==> src/rtl/lsu_pkg.sv <==
package lsu_pkg;

    localparam int XLEN  = 32;
    localparam int LANES = XLEN / 8;
    localparam int OFFW  = $clog2(LANES);
    localparam int SHW   = $clog2(XLEN);

    typedef enum logic [1:0] {
        SZ_BYTE = 2'd0,
        SZ_HALF = 2'd1,
        SZ_WORD = 2'd2,
        SZ_NONE = 2'd3
    } acc_size_e;

    typedef struct packed {
        logic      valid;
        logic      is_store;
        logic      use_imm;
        acc_size_e size;
    } acc_cmd_t;

    function automatic acc_cmd_t decode_op(input logic [5:0] op);
        acc_cmd_t c;
        c.valid    = (op[5:4] == 2'b11) && (op[1:0] != 2'b11);
        c.is_store = op[2];
        c.use_imm  = op[3];
        c.size     = acc_size_e'(op[1:0]);
        return c;
    endfunction

    function automatic logic [OFFW:0] size_bytes(input acc_size_e sz);
        case (sz)
            SZ_BYTE: return (OFFW+1)'(1);
            SZ_HALF: return (OFFW+1)'(2);
            default: return (OFFW+1)'(LANES);
        endcase
    endfunction

endpackage

==> src/rtl/lsu_decode.sv <==
module lsu_decode
    import lsu_pkg::*;
(
    input  logic       req_valid,
    input  logic [5:0] opcode,
    output acc_cmd_t   cmd
);
    acc_cmd_t raw;

    always_comb begin
        raw       = decode_op(opcode);
        cmd       = raw;
        cmd.valid = raw.valid & req_valid;
    end
endmodule

==> src/rtl/lsu_agen.sv <==
module lsu_agen
    import lsu_pkg::*;
#(
    parameter int IMM_W = 16
) (
    input  acc_cmd_t               cmd,
    input  logic [XLEN-1:0]        base_val,
    input  logic [XLEN-1:0]        reg_off,
    input  logic [IMM_W-1:0]       imm_off,
    output logic [XLEN-1:0]        addr,
    output logic [LANES-1:0]       be
);
    localparam int EXT_W = XLEN - IMM_W;

    logic [XLEN-1:0] offset;
    logic [XLEN-1:0] ea;
    logic [OFFW:0]   nbytes;
    logic [OFFW-1:0] lo;

    always_comb begin
        offset = cmd.use_imm ? {{EXT_W{imm_off[IMM_W-1]}}, imm_off} : reg_off;
        ea     = base_val + offset;
        nbytes = size_bytes(cmd.size);
        case (cmd.size)
            SZ_HALF: addr = {ea[XLEN-1:1], 1'b0};
            SZ_WORD: addr = {ea[XLEN-1:OFFW], {OFFW{1'b0}}};
            default: addr = ea;
        endcase
        lo = addr[OFFW-1:0];
        // lane i counts from the most significant byte (address offset 0)
        for (int i = 0; i < LANES; i++) begin
            be[LANES-1-i] = cmd.valid &&
                            (i >= int'(lo)) &&
                            (i <  int'(lo) + int'(nbytes));
        end
    end
endmodule

==> src/rtl/lsu_wfmt.sv <==
module lsu_wfmt
    import lsu_pkg::*;
(
    input  acc_cmd_t          cmd,
    input  logic [XLEN-1:0]   store_val,
    output logic [XLEN-1:0]   wdata
);
    logic [XLEN-1:0] rep;

    for (genvar g = 0; g < LANES; g++) begin : g_lane
        always_comb begin
            case (cmd.size)
                SZ_BYTE: rep[8*g +: 8] = store_val[7:0];
                SZ_HALF: rep[8*g +: 8] = store_val[8*(g%2) +: 8];
                default: rep[8*g +: 8] = store_val[8*g +: 8];
            endcase
        end
    end

    assign wdata = (cmd.valid && cmd.is_store) ? rep : '0;
endmodule

==> src/rtl/lsu_ldext.sv <==
module lsu_ldext
    import lsu_pkg::*;
(
    input  logic              clk,
    input  logic              rst,
    input  acc_cmd_t          cmd,
    input  logic [OFFW-1:0]   lane_lo,
    input  logic [XLEN-1:0]   rdata,
    output logic              done,
    output logic [XLEN-1:0]   result
);
    logic            pend;
    acc_size_e       pend_size;
    logic [OFFW-1:0] pend_lo;

    always_ff @(posedge clk) begin
        if (rst) begin
            pend      <= 1'b0;
            pend_size <= SZ_WORD;
            pend_lo   <= '0;
        end else begin
            pend <= cmd.valid & ~cmd.is_store;
            if (cmd.valid & ~cmd.is_store) begin
                pend_size <= cmd.size;
                pend_lo   <= lane_lo;
            end
        end
    end

    logic [OFFW:0]     nbytes;
    logic [OFFW:0]     tail;
    logic [SHW-1:0]    sh;
    logic [XLEN-1:0]   keep;

    always_comb begin
        nbytes = size_bytes(pend_size);
        tail   = (OFFW+1)'(LANES) - {1'b0, pend_lo} - nbytes;
        sh     = {tail[OFFW-1:0], 3'b000};
        for (int i = 0; i < LANES; i++) begin
            keep[8*i +: 8] = (i < int'(nbytes)) ? 8'hFF : 8'h00;
        end
        result = pend ? ((rdata >> sh) & keep) : '0;
    end

    assign done = pend;
endmodule

==> src/rtl/lsu_addr_unit.sv <==
module lsu_addr_unit
    import lsu_pkg::*;
#(
    parameter int IMM_W = 16
) (
    input  logic               clk,
    input  logic               rst,
    input  logic               req_valid,
    input  logic [5:0]         opcode,
    input  logic [31:0]        base_val,
    input  logic [31:0]        reg_off,
    input  logic [IMM_W-1:0]   imm_off,
    input  logic [31:0]        store_val,
    output logic               mem_en,
    output logic               mem_we,
    output logic [31:0]        mem_addr,
    output logic [3:0]         mem_be,
    output logic [31:0]        mem_wdata,
    input  logic [31:0]        mem_rdata,
    output logic               ld_done,
    output logic [31:0]        ld_result
);
    acc_cmd_t cmd;

    lsu_decode u_dec (
        .req_valid (req_valid),
        .opcode    (opcode),
        .cmd       (cmd)
    );

    lsu_agen #(.IMM_W(IMM_W)) u_agen (
        .cmd      (cmd),
        .base_val (base_val),
        .reg_off  (reg_off),
        .imm_off  (imm_off),
        .addr     (mem_addr),
        .be       (mem_be)
    );

    lsu_wfmt u_wfmt (
        .cmd       (cmd),
        .store_val (store_val),
        .wdata     (mem_wdata)
    );

    lsu_ldext u_ldext (
        .clk     (clk),
        .rst     (rst),
        .cmd     (cmd),
        .lane_lo (mem_addr[OFFW-1:0]),
        .rdata   (mem_rdata),
        .done    (ld_done),
        .result  (ld_result)
    );

    assign mem_en = cmd.valid;
    assign mem_we = cmd.valid & cmd.is_store;
endmodule

==> config.mk <==
export PLATFORM = sky130hd
export DESIGN_NAME = lsu_addr_unit
export DESIGN_NICKNAME = d
export VERILOG_FILES = /design/src/rtl/lsu_pkg.sv /design/src/rtl/lsu_decode.sv /design/src/rtl/lsu_agen.sv /design/src/rtl/lsu_wfmt.sv /design/src/rtl/lsu_ldext.sv /design/src/rtl/lsu_addr_unit.sv
export SDC_FILE = /design/constraint.sdc
export NUM_CORES = 1
export LEC_CHECK = 0
export BUFFER_PORTS_ARGS = -buffer_cell sky130_fd_sc_hd__buf_2
export CAP_MARGIN = 5
export CORE_AREA = 4 4 98 100
export DETAILED_ROUTE_END_ITERATION = 12
export DIE_AREA = 0 0 102 104
export GPL_TIMING_DRIVEN = 0
export PLACE_DENSITY = 0.9
export SYNTH_ARGS = -nofsm -noshare
export SYNTH_HDL_FRONTEND = slang
export SYNTH_SLANG_ARGS = --single-unit
==> constraint.sdc <==
create_clock -name clk -period 10.35 [get_ports clk]
set_clock_uncertainty 0.2 [all_clocks]
set_input_delay 1.5525 -clock clk [delete_from_list [all_inputs] [get_ports clk]]
set_output_delay 1.5525 -clock clk [all_outputs]
set_load 0.1 [all_outputs]
# Word-level counts from Yosys, hierarchy flattened
# Index checks and enable logic that the tools add are counted.
[word_totals]
reg_bits = 5
inputBits = 153
out_inout_bits = 103
elab_cells = 54
[op_classes]
n_addsub = 4
magnitude_cmp = 11
n_eq_ne = 5
shifts = 1
n_mux = 13
bitwise_logic = 5
reduce_logical = 12
[ops]
columns = ["op", "n"]
rows = [
  ["32-bit 2-to-1 mux", 3],
  ["3-bit by 32-bit less-than comparator with 1-bit output, first input constant", 2],
  ["8-bit 2-to-1 mux", 6],
  ["32-bit adder", 1],
  ["32-bit bitwise AND", 1],
  ["1-bit by 32-bit less-than comparator with 1-bit output, first input constant", 1],
  ["2-bit by 32-bit less-than comparator with 1-bit output, first input constant", 1],
  ["32-bit by 5-bit >> shifter with 32-bit output", 1],
  ["8-bit one-hot mux with 2 select lines", 1],
  ["3-bit one-hot mux with 2 select lines", 2],
  ["1-bit logical AND", 9],
  ["1-bit by 3-bit less-than comparator with 1-bit output, first input constant", 2],
  ["2-bit by 3-bit less-than comparator with 1-bit output, first input constant", 2],
  ["2-bit by 3-bit adder with 4-bit output", 1],
  ["2-bit by 1-bit equality test with 1-bit output, second input constant", 2],
  ["2-bit equality test, second input constant", 2],
  ["1-bit by 2-bit >= comparator with 1-bit output, first input constant", 2],
  ["2-bit logical NOT", 2],
  ["2-bit one-hot mux with 2 select lines", 1],
  ["1-bit bitwise AND", 3],
  ["2-bit >= comparator, first input constant", 1],
  ["2-bit != test, second input constant", 1],
  ["2-bit OR reduction", 1],
  ["1-bit by 2-bit subtractor with 2-bit output, first input constant", 1],
  ["2 further kinds", 2],
]

# Logic depth before layout (Yosys ltp)
# Gate-level depths: netlist of run 1.
[depth]
depth_word = 6
depth_mapped = 13
depth_no_buf = 13

# Modules after synthesis
# Synthesis of run 1 repeated with hierarchy kept, for this count alone.
[unflattened]
hier_cells = 529
area_unflattened_um2 = 3791.1
[modules_own_cells]
columns = ["mod", "instances", "cells_each", "area_each_um2", "seq_area_each_um2"]
rows = [
  ["lsu_agen", 1, 316, 2257.2, 0.0],
  ["lsu_ldext", 1, 125, 922.1, 100.1],
  ["lsu_wfmt", 1, 81, 561.8, 0.0],
  ["lsu_decode", 1, 6, 43.8, 0.0],
  ["lsu_addr_unit", 1, 1, 6.3, 0.0],
]

# Least setup slack after synthesis of run 1
# No wires, ideal clock.
[synth_path]
kind = "input -> output"
startpoint = "input port opcode[3]"
endpoint = "output port mem_be[3]"
arrival_ps = 8117
required_ps = 8597
path_slack_ps = 480
stages = 11
path_buffers = 0
cell_sequence = "mux2_2 -> ha_1 -> nor2b_1 -> ha_1 -> ha_1 -> inv_1 -> a21oi_1 -> o22ai_1 -> a21boi_0 -> a21oi_1 -> nor2_1"
[synth_via]
elab_chain_len = 6
elab_cells_between_ends = 8
classes_between = "2 x add/sub; 2 x order compare; 2 x mux; 2 x reduce/logical"
[synth_lines]
columns = ["item", "line_no", "source"]
rows = [
  ["from (decl)", "lsu_addr_unit.sv:9", "input logic [5:0] opcode,"],
  ["32-bit 2-to-1 mux *", "lsu_agen.sv:21", "offset = cmd.use_imm ? {{EXT_W{imm_off[IMM_W-1]}}, imm_off} : reg_off;"],
  ["32-bit adder *", "lsu_agen.sv:22", "ea = base_val + offset;"],
  ["2-bit one-hot mux with 2 select lines *", "lsu_agen.sv:24", "case (cmd.size)"],
  ["named net mem_addr[0]", "lsu_addr_unit.sv:16", "output logic [31:0] mem_addr,"],
  ["2-bit by 3-bit adder with 4-bit output or 1-bit by 2-bit >= comparator with 1-bit output (tied branches)", "lsu_agen.sv:34, lsu_agen.sv:33", ""],
  ["1-bit by 32-bit less-than comparator with 1-bit output or 1-bit logical AND (tied branches)", "lsu_agen.sv:34, lsu_agen.sv:32", ""],
  ["1-bit logical AND *", "lsu_agen.sv:33", "(i >= int'(lo)) &&"],
  ["to (decl)", "lsu_addr_unit.sv:17", "output logic [3:0] mem_be,"],
]
# The timed path passes the listed nets; every way through them passes the cells marked *.

# Worst setup path in the final report of run 1
[layout_path]
startpoint = "input port opcode[3]"
endpoint = "output port mem_addr[26]"
[layout_via]
elab_chain_len = 2
[layout_lines]
columns = ["item", "line_no"]
rows = [
  ["32-bit 2-to-1 mux", "lsu_agen.sv:21"],
  ["32-bit adder", "lsu_agen.sv:22"],
  ["to (decl)", "lsu_addr_unit.sv:16"],
]
# Every way passes these cells.

==> results of run 1 <==
## state kept, by name (all words and copies together), names as in the netlist
signal / cells
u_ldext.done: 1
u_ldext.pend_lo: 2
u_ldext.pend_size: 2
## per-layer routing
metal	GRT usage	up-vias	part of all wire
met5	0	-	0
met4	0.0450	0	0.012
met3	0.0416	17	0.10
met2	0.460	249	0.52
met1	0.252	2186	0.36
li1	-	2469	-
## worst register-to-register path: stages (launching register included)
cell and delay (ns):
dfxtp_1 0.31, nor2b_1 0.13, a211o_1 0.26
## synthesized netlist by cell type (all sizes together) (3+ instances only)
cell type	number
a21boi	3
nand3	13
o21a	4
nor2	44
xor2	13
buf	6
a221oi	3
nand2b	13
and2	9
mux2	23
o21bai	5
a21oi	56
o211ai	5
clkbuf	25
o211a	8
nand2	79
dfxtp	5
a31oi	20
or2	4
mux2i	16
xnor2	16
inv	31
nand4	5
nor3	10
ha	38
o21ai	37
and3	11
a211oi	5
a21o	13
## cell type report
| class | count | share of cell area |
|---|---|---|
| plain buffers | 31 | 0.0246 |
| clock buffers | 4 | 0.00903 |
| inverters | 32 | 0.0241 |
| multi-input cells | 475 | 0.639 |
| flip-flops and latches | 5 | 0.0201 |
| well taps | 108 | 0.0271 |
| repair buffers | 255 | 0.256 |
## path summary, 6_finish.rpt
kind / slack (ns) / from / to
max: 3.53 / opcode[3] / mem_addr[26]
min reg2reg: 0.29 / u_ldext.pend_lo[1]$_SDFFE_PP0P_ / u_ldext.pend_lo[1]$_SDFFE_PP0P_
max reg2reg: 9.34 / u_ldext.pend_size[1]$_SDFFE_PP1P_ / u_ldext.pend_size[1]$_SDFFE_PP1P_
min: 0.29 / u_ldext.pend_lo[1]$_SDFFE_PP0P_ / u_ldext.pend_lo[1]$_SDFFE_PP0P_
## report_power, final
group	leakage, nW	total [mW]	switching, mW	internal (mW)
clock	0.0228	0.0361	0.00965	0.0264
sequential	0.0405	0.0200	0.000197	0.0198
combinational	2.77	0.547	0.423	0.125
## cell families after synthesis
| group | count (synthesis) | share of synthesized area |
|---|---|---|
| multiplexers | 39 | 0.119 |
| XOR/XNOR | 29 | 0.0720 |
| flip-flops | 5 | 0.0284 |
| AND/OR/NAND/NOR | 197 | 0.261 |
| adder cells (fa/ha/maj) | 39 | 0.140 |
| AO/OA/AOI/OAI | 171 | 0.311 |
| buffers and inverters | 63 | 0.0688 |
==> metrics.md, run 1 <==
| Metric | Value |
|---|---|
| EDFF count, synth | `0` |
| Finish-stage setup viols | `0` |
| Post-layout nets | `995` |
| Cell area after placement | `0.00494 mm2` |
| Overall Global Routing Usage | `0.234` |
| Area contributors post-synth | `ha_1 (13%), nand2_1 (8.4%), a21oi_1 (7.9%)` |
| Vias | `4921` |
| Post-synthesis instance area | `0.00353 mm2` |
| Total Routed Length | `13.7 mm` |
| Synth Instances | `543` |
| Slew headroom | `0.453` |
| Syn avg cell area | `6.50 um2` |
| Hold Crit Depth | `2` |
| Post-Place Worst Slack | `3.53 ns` |
| Number of buffers and inverters on the critical path | `3` |
| PnR Total Power | `604 uW` |
| # IOs | `256` |
| Hold_buf cts | `0` |
| Hold slack final | `0.287 ns` |
| Die Ht | `104 um` |
| FF-to-FF path depth | `2` |
| Clock sink count | `5` |
| Gpl congestion | `0.972` |
| Setup repair bufs after CTS | `0` |
| Critical path, cell by cell | `buf_2 -> clkbuf_1 -> mux2_2 -> fa_1 -> a21o_1 -> a221oi_2 -> nor3_2 -> o21ai_0 -> a21oi_1 -> a311oi_1 -> buf_2` |
| Most common cell after layout, fill and taps aside | `buf_2` |
| Crit path depth | `11` |
| Least-Margin Pin Slew | `0.814 ns` |
| Max Cap Violations | `0` |
| Period minus WS final | `6.82 ns` |
| Unrepaired setup endpoints after global routing | `no` |
| Initial DRC count | `201` |
| Critical path launch point type | `primary input` |
| Chip Width | `102 um` |
| Std cell rows | `34` |
| Fin cells | `910` |
| CP Capture Type | `primary output` |
| Crit-path max cell delay | `0.49 ns` |
| CP Class | `primary input to primary output` |
| Post-route cell area | `0.00499 mm2` |
| Hold WC Path Type | `register to register` |
| CTS tree | `built` |
| Residual DRC | `0` |
| Vias in the first global route | `4584` |
| Pre-antenna DRT Iters | `4` |
| Hold Fails Final Rpt | `0` |
| Area of the multi-input gates | `0.00319 mm2` |
| Slew Limit Fails | `0` |
| FFs w/ async S/R, synth | `0` |
| Post-DRT Antenna Nets | `0` |
| Top_reg_cell synth | `dfxtp_1` |
| FF+latch area | `100 um2` |
| CP max-delay cell | `buf_2` |
| GRT overflow | `0` |
| Fin crit share | `0.659` |
| Antenna Cells | `0` |
| Die area | `0.0106 mm2` |
| Top cell family by delay on the critical path | `compound AO/OA/AOI/OAI gates` |
| Synthesis Warnings | `0` |
| Post-route setup slack | `3.53 ns` |
| Power per Cell Area | `121 mW/mm2` |
| Critical path required time | `8.60 ns` |
| Synth cell types | `55` |
| Post-CTS sizing | `0` |
| #FFs+latches synth | `5` |
| Lkg Pwr | `2.83 nW` |
| Run status | `finished clean` |
| Final HPWL DP | `11.7 mm` |
| Initial core utilization | `0.407` |
| First-pass GRT wire length | `20.8 mm` |
| Via-to-Cell Ratio | `5.41` |
| Top cell by count, worst path | `buf_2` |
| Synth-to-Final Area Change | `41.3%` |
| TritonCTS buffer count | `3` |
| Filler instances | `848` |
| Average wire per standard cell | `15.0 um` |
| Yosys top cell by area | `ha_1` |
| FMAX | `147 MHz` |
| Area share of the largest cell type after synthesis | `0.135` |
| Layout cells sized above 1 | `0.372` |
| Register area share after synthesis | `0.0284` |
| Number of antenna violations at the first check in global routing | `0` |
| CTS max path bufs | `2` |
| Post-synth net total | `735` |
| IO Port Bufs | `255` |
| H-tree depth | `1` |
| Worst-path clk slew | `0.03 ns` |
| Core footprint | `0.00868 mm2` |
| Post-layout util | `0.575` |
| Critical Path Fanout Max | `10` |
| CTS root buf | `clkbuf_8` |
| Largest net degree at the start of global routing | `11` |
| Sum Neg Setup Slack | `0 ns` |
| Commonest cells after routing, fill and taps aside | `buf_2 (257), nand2_1 (79), a21oi_1 (56)` |
| Worst vdd ir | `0.000152 V` |
| Dpl cells | `906` |
| Clock Latency Late Sink | `0.22 ns` |
| Critical Path AT | `5.07 ns` |
Power figures use the tool's default switching activity.
==> run 2, diff against run 1 <==
--- a/config.mk
+++ b/config.mk
@@ -5,13 +5,14 @@
 export SDC_FILE = /design/constraint.sdc
 export NUM_CORES = 1
 export LEC_CHECK = 0
+export ABC_AREA = 1
 export BUFFER_PORTS_ARGS = -buffer_cell sky130_fd_sc_hd__buf_2
 export CAP_MARGIN = 5
-export CORE_AREA = 4 4 98 100
+export CORE_AREA = 4 4 102 104
 export DETAILED_ROUTE_END_ITERATION = 12
-export DIE_AREA = 0 0 102 104
+export DIE_AREA = 0 0 106 108
 export GPL_TIMING_DRIVEN = 0
-export PLACE_DENSITY = 0.9
+export PLACE_DENSITY = 0.91
 export SYNTH_ARGS = -nofsm -noshare
 export SYNTH_HDL_FRONTEND = slang
 export SYNTH_SLANG_ARGS = --single-unit
==> constraint.sdc (replaced) <==
create_clock -name clk -period 7.05 [get_ports clk]
set_clock_uncertainty 0.2 [all_clocks]
set_input_delay 1.0575 -clock clk [delete_from_list [all_inputs] [get_ports clk]]
set_output_delay 1.0575 -clock clk [all_outputs]
set_load 0.1 [all_outputs]
==> metrics.md, run 2 <==
| Metric | Value |
|---|---|
| Run status | `finished clean` |
| Filler instances | `966` |
| Via-to-Cell Ratio | `4.88` |
| GRT overflow | `0` |
| Synthesis Warnings | `0` |
| Fin crit share | `0.792` |
| Area share of the largest cell type after synthesis | `0.263` |
| PnR Total Power | `901 uW` |
| Post-DRT Antenna Nets | `0` |
| Std cell rows | `36` |
| Average wire per standard cell | `12.6 um` |
| Final HPWL DP | `13.8 mm` |
| Die area | `0.0114 mm2` |
| TritonCTS buffer count | `3` |
| Synth Instances | `866` |
| Post-synth net total | `1058` |
| Hold WC Path Type | `register to register` |
| Layout cells sized above 1 | `0.256` |
| Syn avg cell area | `4.81 um2` |
| Vias | `6145` |
| Worst-path clk slew | `0.03 ns` |
| Gpl congestion | `0.971` |
| Clock sink count | `5` |
| FFs w/ async S/R, synth | `0` |
| Reg2reg start | `u_ldext.pend_lo[1]$_SDFFE_PP0P_` |
| Lkg Pwr | `3.93 nW` |
| CTS root buf | `clkbuf_8` |
| Least-Margin Pin Slew | `0.586 ns` |
| Sum Neg Setup Slack | `0 ns` |
| Critical path required time | `5.79 ns` |
| Pre-antenna DRT Iters | `5` |
| Synth-to-Final Area Change | `35.8%` |
| Top_reg_cell synth | `dfxtp_1` |
| Largest net degree at the start of global routing | `11` |
| Initial core utilization | `0.436` |
| FMAX | `179 MHz` |
| Post-layout nets | `1318` |
| CTS tree | `built` |
| Register area share after synthesis | `0.0240` |
| Core footprint | `0.00955 mm2` |
| Area of the multi-input gates | `0.00329 mm2` |
| H-tree depth | `1` |
| CTS max path bufs | `2` |
| Area contributors post-synth | `nand2_1 (26%), inv_1 (16%), nor2_1 (12%)` |
| Fin cells | `1259` |
| R2R Setup Slk | `6.22 ns` |
| Critical Path AT | `4.32 ns` |
| Die Ht | `108 um` |
| Number of antenna violations at the first check in global routing | `1` |
| Count leader, synth | `nand2_1` |
| Max Cap Violations | `0` |
| First-pass GRT wire length | `24.9 mm` |
| IO Port Bufs | `255` |
| Hold Fails Final Rpt | `0` |
| Vias in the first global route | `5464` |
| Period minus WS final | `5.58 ns` |
| Dpl cells | `1254` |
| Worst setup path startpoint | `opcode[3]` |
| Overall Global Routing Usage | `0.262` |
| Critical Path Fanout Max | `10` |
| Chip Width | `106 um` |
| Slew headroom | `0.608` |
| Hold_buf cts | `0` |
| Yosys top cell by area | `nand2_1` |
| Post-synthesis instance area | `0.00417 mm2` |
| Worst vdd ir | `0.000152 V` |
| Commonest cells post-synth | `nand2_1 (292), inv_1 (180), nor2_1 (137)` |
| CP Class | `primary input to primary output` |
| Post-CTS sizing | `0` |
| Power per Cell Area | `159 mW/mm2` |
| # IOs | `256` |
| #FFs+latches synth | `5` |
| Critical path launch point type | `primary input` |
| Reg-to-reg endpoint | `u_ldext.pend_lo[1]$_SDFFE_PP0P_` |
| Unrepaired setup endpoints after global routing | `no` |
| Slew Limit Fails | `0` |
| Clock Latency Late Sink | `0.22 ns` |
| Most common cell after layout, fill and taps aside | `nand2_1` |
| Finish-stage setup viols | `0` |
| EDFF count, synth | `0` |
| Initial DRC count | `419` |
| Total Routed Length | `15.9 mm` |
| FF+latch area | `100 um2` |
| CP Capture Type | `primary output` |
| Setup repair bufs after CTS | `0` |
| Critical Path Sink | `mem_be[3]` |
| FF-to-FF path depth | `2` |
| Residual DRC | `0` |
| Commonest cells after routing, fill and taps aside | `nand2_1 (292), buf_2 (266), inv_1 (180)` |
| Synth cell types | `27` |
## run 2: cell types whose count changed in the layout (fill, tap and decap cells not counted), moves of 9 or more
cell,delta
a21o_1,-12
a31oi_1,-20
and2_1,-9
and3_1,-10
buf_2,+9
clkbuf_1,-15
inv_1,+149
mux2i_1,-16
nand2_1,+213
nand2b_1,-13
nand3_1,+20
nor2_1,+93
o21ai_1,+13
xnor2_1,-14
## run 2: layer usage
metal	GRT usage	up-vias	part of all wire	wire length, um
met5	0	-	0	0
met4	0.0786	0	0.030	478
met3	0.0340	40	0.085	1360
met2	0.487	285	0.48	7690
met1	0.315	2659	0.40	6370
li1	-	3161	-	-
## run 2: how the worst min path moves through the flow
stage,from,to,cells after the start
finish,u_ldext.pend_lo[0]$_SDFFE_PP0P_,u_ldext.pend_lo[0]$_SDFFE_PP0P_,2
CTS,u_ldext.pend_lo[0]$_SDFFE_PP0P_,u_ldext.pend_lo[0]$_SDFFE_PP0P_,2
detailed placement,u_ldext.pend_lo[0]$_SDFFE_PP0P_,u_ldext.pend_lo[0]$_SDFFE_PP0P_,2
floorplan,u_ldext.pend_lo[0]$_SDFFE_PP0P_,u_ldext.pend_lo[0]$_SDFFE_PP0P_,2
global placement,u_ldext.pend_lo[0]$_SDFFE_PP0P_,u_ldext.pend_lo[0]$_SDFFE_PP0P_,2
global route,u_ldext.pend_lo[0]$_SDFFE_PP0P_,u_ldext.pend_lo[0]$_SDFFE_PP0P_,2
## run 2: final cells by class
type,count,share of cell area
Clock buffer,4,0.00796
Inverter,183,0.121
Buffer,21,0.0164
Tap cell,133,0.0294
Sequential cell,5,0.0177
Antenna cell,1,0.000442
Multi-Input combinational cell,657,0.581
Timing Repair Buffer,255,0.226
## run 2: logic make-up after synthesis
| group | share of synthesized area |
|---|---|
| simple gates | 0.440 |
| compound gates | 0.150 |
| flops | 0.0240 |
| xor+xnor | 0.0399 |
| fa+ha+maj | 0.119 |
| mux | 0.0405 |
| buf+inv | 0.187 |
## run 2: critical path, stage by stage
cell and delay (ns):
buf_2 0.16, clkbuf_1 0.47, mux2_2 0.44, fa_1 0.59, nand2_1 0.10, a21boi_0 0.24
ha_1 0.19, inv_1 0.04, nand2_1 0.07, xor2_1 0.14, inv_1 0.06, nand2_1 0.07
inv_1 0.07, nand2_1 0.08, nand3_1 0.07, inv_1 0.05, buf_2 0.42
## run 2: per-stage QoR
step            util  instance area (um2)  hold slack [ns]  setup WS, ns
2_1_floorplan      -                 4170            0.235         0.854
3_3_place_gp   0.587                 5610            0.257          1.53
3_5_place_dp   0.587                 5610            0.262          1.47
4_1_cts        0.592                 5650            0.267          1.47
5_1_grt        0.592                 5660            0.285          1.26
6_report       0.592                 5660            0.261          1.47
## run 2: power breakdown
part	internal, mW	leakage, nW	switching, mW	total (mW)
logic	0.182	3.87	0.637	0.819
registers	0.0291	0.0405	0.000378	0.0295
clock network	0.0388	0.0228	0.0143	0.0532
total	0.250	3.93	0.651	0.901
==> run 3, diff against run 2 <==
==> constraint.sdc (replaced) <==
create_clock -name clk -period 5.7 [get_ports clk]
set_clock_uncertainty 0.2 [all_clocks]
set_input_delay 0.855 -clock clk [delete_from_list [all_inputs] [get_ports clk]]
set_output_delay 0.855 -clock clk [all_outputs]
set_load 0.1 [all_outputs]
==> metrics.md, run 3 (synthesis results as in run 2) <==
| Metric | Value |
|---|---|
| Critical Path Fanout Max | `10` |
| Layout cells sized above 1 | `0.258` |
| Post-layout nets | `1318` |
| Core footprint | `0.00955 mm2` |
| Psw | `804 uW` |
| Number of antenna violations at the first check in global routing | `0` |
| Post-DRT Antenna Nets | `0` |
| Critical path launch point type | `primary input` |
| Filler instances | `986` |
| CP Class | `primary input to primary output` |
| Post-CTS sizing | `0` |
| CP Capture Type | `primary output` |
| H-tree depth | `1` |
| Critical path required time | `4.64 ns` |
| Vias | `6229` |
| Least-Margin Pin Slew | `0.575 ns` |
| Synth-to-Final Area Change | `35.8%` |
| Die area | `0.0114 mm2` |
| Commonest cells after routing, fill and taps aside | `nand2_1 (292), buf_2 (266), inv_1 (180)` |
| Via-to-Cell Ratio | `4.95` |
| Most common cell after layout, fill and taps aside | `nand2_1` |
| TritonCTS buffer count | `3` |
| Pre-antenna DRT Iters | `5` |
| Clock Latency Late Sink | `0.22 ns` |
| Slew Limit Fails | `0` |
| Chip Width | `106 um` |
| Hold WC Path Type | `register to register` |
| Final HPWL DP | `14.0 mm` |
| Setup repair bufs after CTS | `0` |
| FMAX | `196 MHz` |
| Residual DRC | `0` |
| Antenna Cells | `0` |
| Std cell rows | `36` |
| Initial DRC count | `312` |
| Unrepaired setup endpoints after global routing | `no` |
| Sum Neg Setup Slack | `0 ns` |
| FF+latch area | `100 um2` |
| Logic gate share of total power | `0.908` |
| Period minus WS final | `5.11 ns` |
| Power per Cell Area | `196 mW/mm2` |
| Hold slack final | `0.280 ns` |
| Hold_buf cts | `0` |
| Overall Global Routing Usage | `0.260` |
| Run status | `finished clean` |
| Average wire per standard cell | `12.6 um` |
| Lkg Pwr | `3.94 nW` |
| Largest net degree at the start of global routing | `11` |
| Total Routed Length | `15.9 mm` |
| CTS tree | `built` |
| # IOs | `256` |
| Slew headroom | `0.616` |
| Hold Fails Final Rpt | `0` |
| Initial core utilization | `0.436` |
| Clock power frac | `0.059` |
| Clock sink count | `5` |
| Sw Ratio | `0.723` |
| Die Ht | `108 um` |
| Internal power | `308 uW` |
| CTS max path bufs | `2` |
| GRT overflow | `0` |
| Seq pwr share | `0.033` |
| Finish-stage setup viols | `0` |
| Worst vdd ir | `0.000192 V` |
| IO Port Bufs | `255` |
| First-pass GRT wire length | `24.8 mm` |
| Fin crit share | `0.897` |
| Max Cap Violations | `0` |
| CTS root buf | `clkbuf_8` |
| Area of the multi-input gates | `0.00329 mm2` |
| Worst-path clk slew | `0.04 ns` |
| Vias in the first global route | `5622` |
| Gpl congestion | `1.02` |
| Critical Path AT | `4.06 ns` |
[run 3: cell count changes in the layout (fill, tap and decap cells not counted), sizes merged]
cell,previous run,this run
clkbuf,14,13
diode,1,0
clkinv,1,2
[run 3: routing by layer]
metal	part of all wire	vias up	GRT usage
li1	-	3166	-
met1	0.40	2693	0.303
met2	0.46	307	0.460
met3	0.094	63	0.0537
met4	0.049	0	0.119
met5	0	-	0
[run 3: power by group through the flow]
stage	logic (mW)	registers, mW	clock network [mW]
2_1_floorplan	0.799	0.0376	0
3_3_place_gp	0.995	0.0370	0
3_5_place_dp	1.00	0.0370	0
4_1_cts	1.01	0.0365	0.0671
5_1_grt	1.08	0.0365	0.0701
6_report	1.01	0.0365	0.0657
[run 3: path summary, 6_finish.rpt]
check | startpoint | endpoint | slack [ns] | cells after the start
worst max-delay path | opcode[3] | mem_be[3] | 0.59 | 17
worst max register to register | u_ldext.pend_lo[1]$_SDFFE_PP0P_ | u_ldext.pend_lo[1]$_SDFFE_PP0P_ | 4.87 | 2
worst min register to register | u_ldext.pend_size[0]$_SDFFE_PP0P_ | u_ldext.pend_size[0]$_SDFFE_PP0P_ | 0.28 | 2
worst min-delay path | u_ldext.pend_size[0]$_SDFFE_PP0P_ | u_ldext.pend_size[0]$_SDFFE_PP0P_ | 0.28 | 2
[run 3: cell type report]
class                      instances  area share
inverter                         183       0.121
buffer                            21      0.0164
clock inverter                     1    0.000885
tap                              133      0.0294
sequential                         5      0.0177
timing repair buffer             255       0.226
multi-input combinational        657       0.581
clock buffer                       3     0.00730
[run 3: metrics by stage]
step	area (um2)	total power, mW	setup WS (ns)	utilization	instances
3_5_place_dp	5610	1.04	0.585	0.588	1254
6_report	5660	1.11	0.588	0.593	1258
4_1_cts	5660	1.11	0.578	0.593	1258
2_1_floorplan	4170	0.836	0.418	-	866
5_1_grt	5660	1.19	0.450	0.593	1258
3_3_place_gp	5610	1.03	0.628	0.588	1254
[run 3: critical path: stages]
cell and delay (ns):
buf_2 0.16, clkbuf_1 0.47, mux2_2 0.44, fa_1 0.53, nand2_1 0.13, a21boi_0 0.28, ha_1 0.19, inv_1 0.04
nand2_1 0.07, xor2_1 0.14, inv_1 0.05, nand2_1 0.07, inv_1 0.06, nand2_1 0.05, nand3_1 0.06, inv_1 0.05
buf_2 0.41
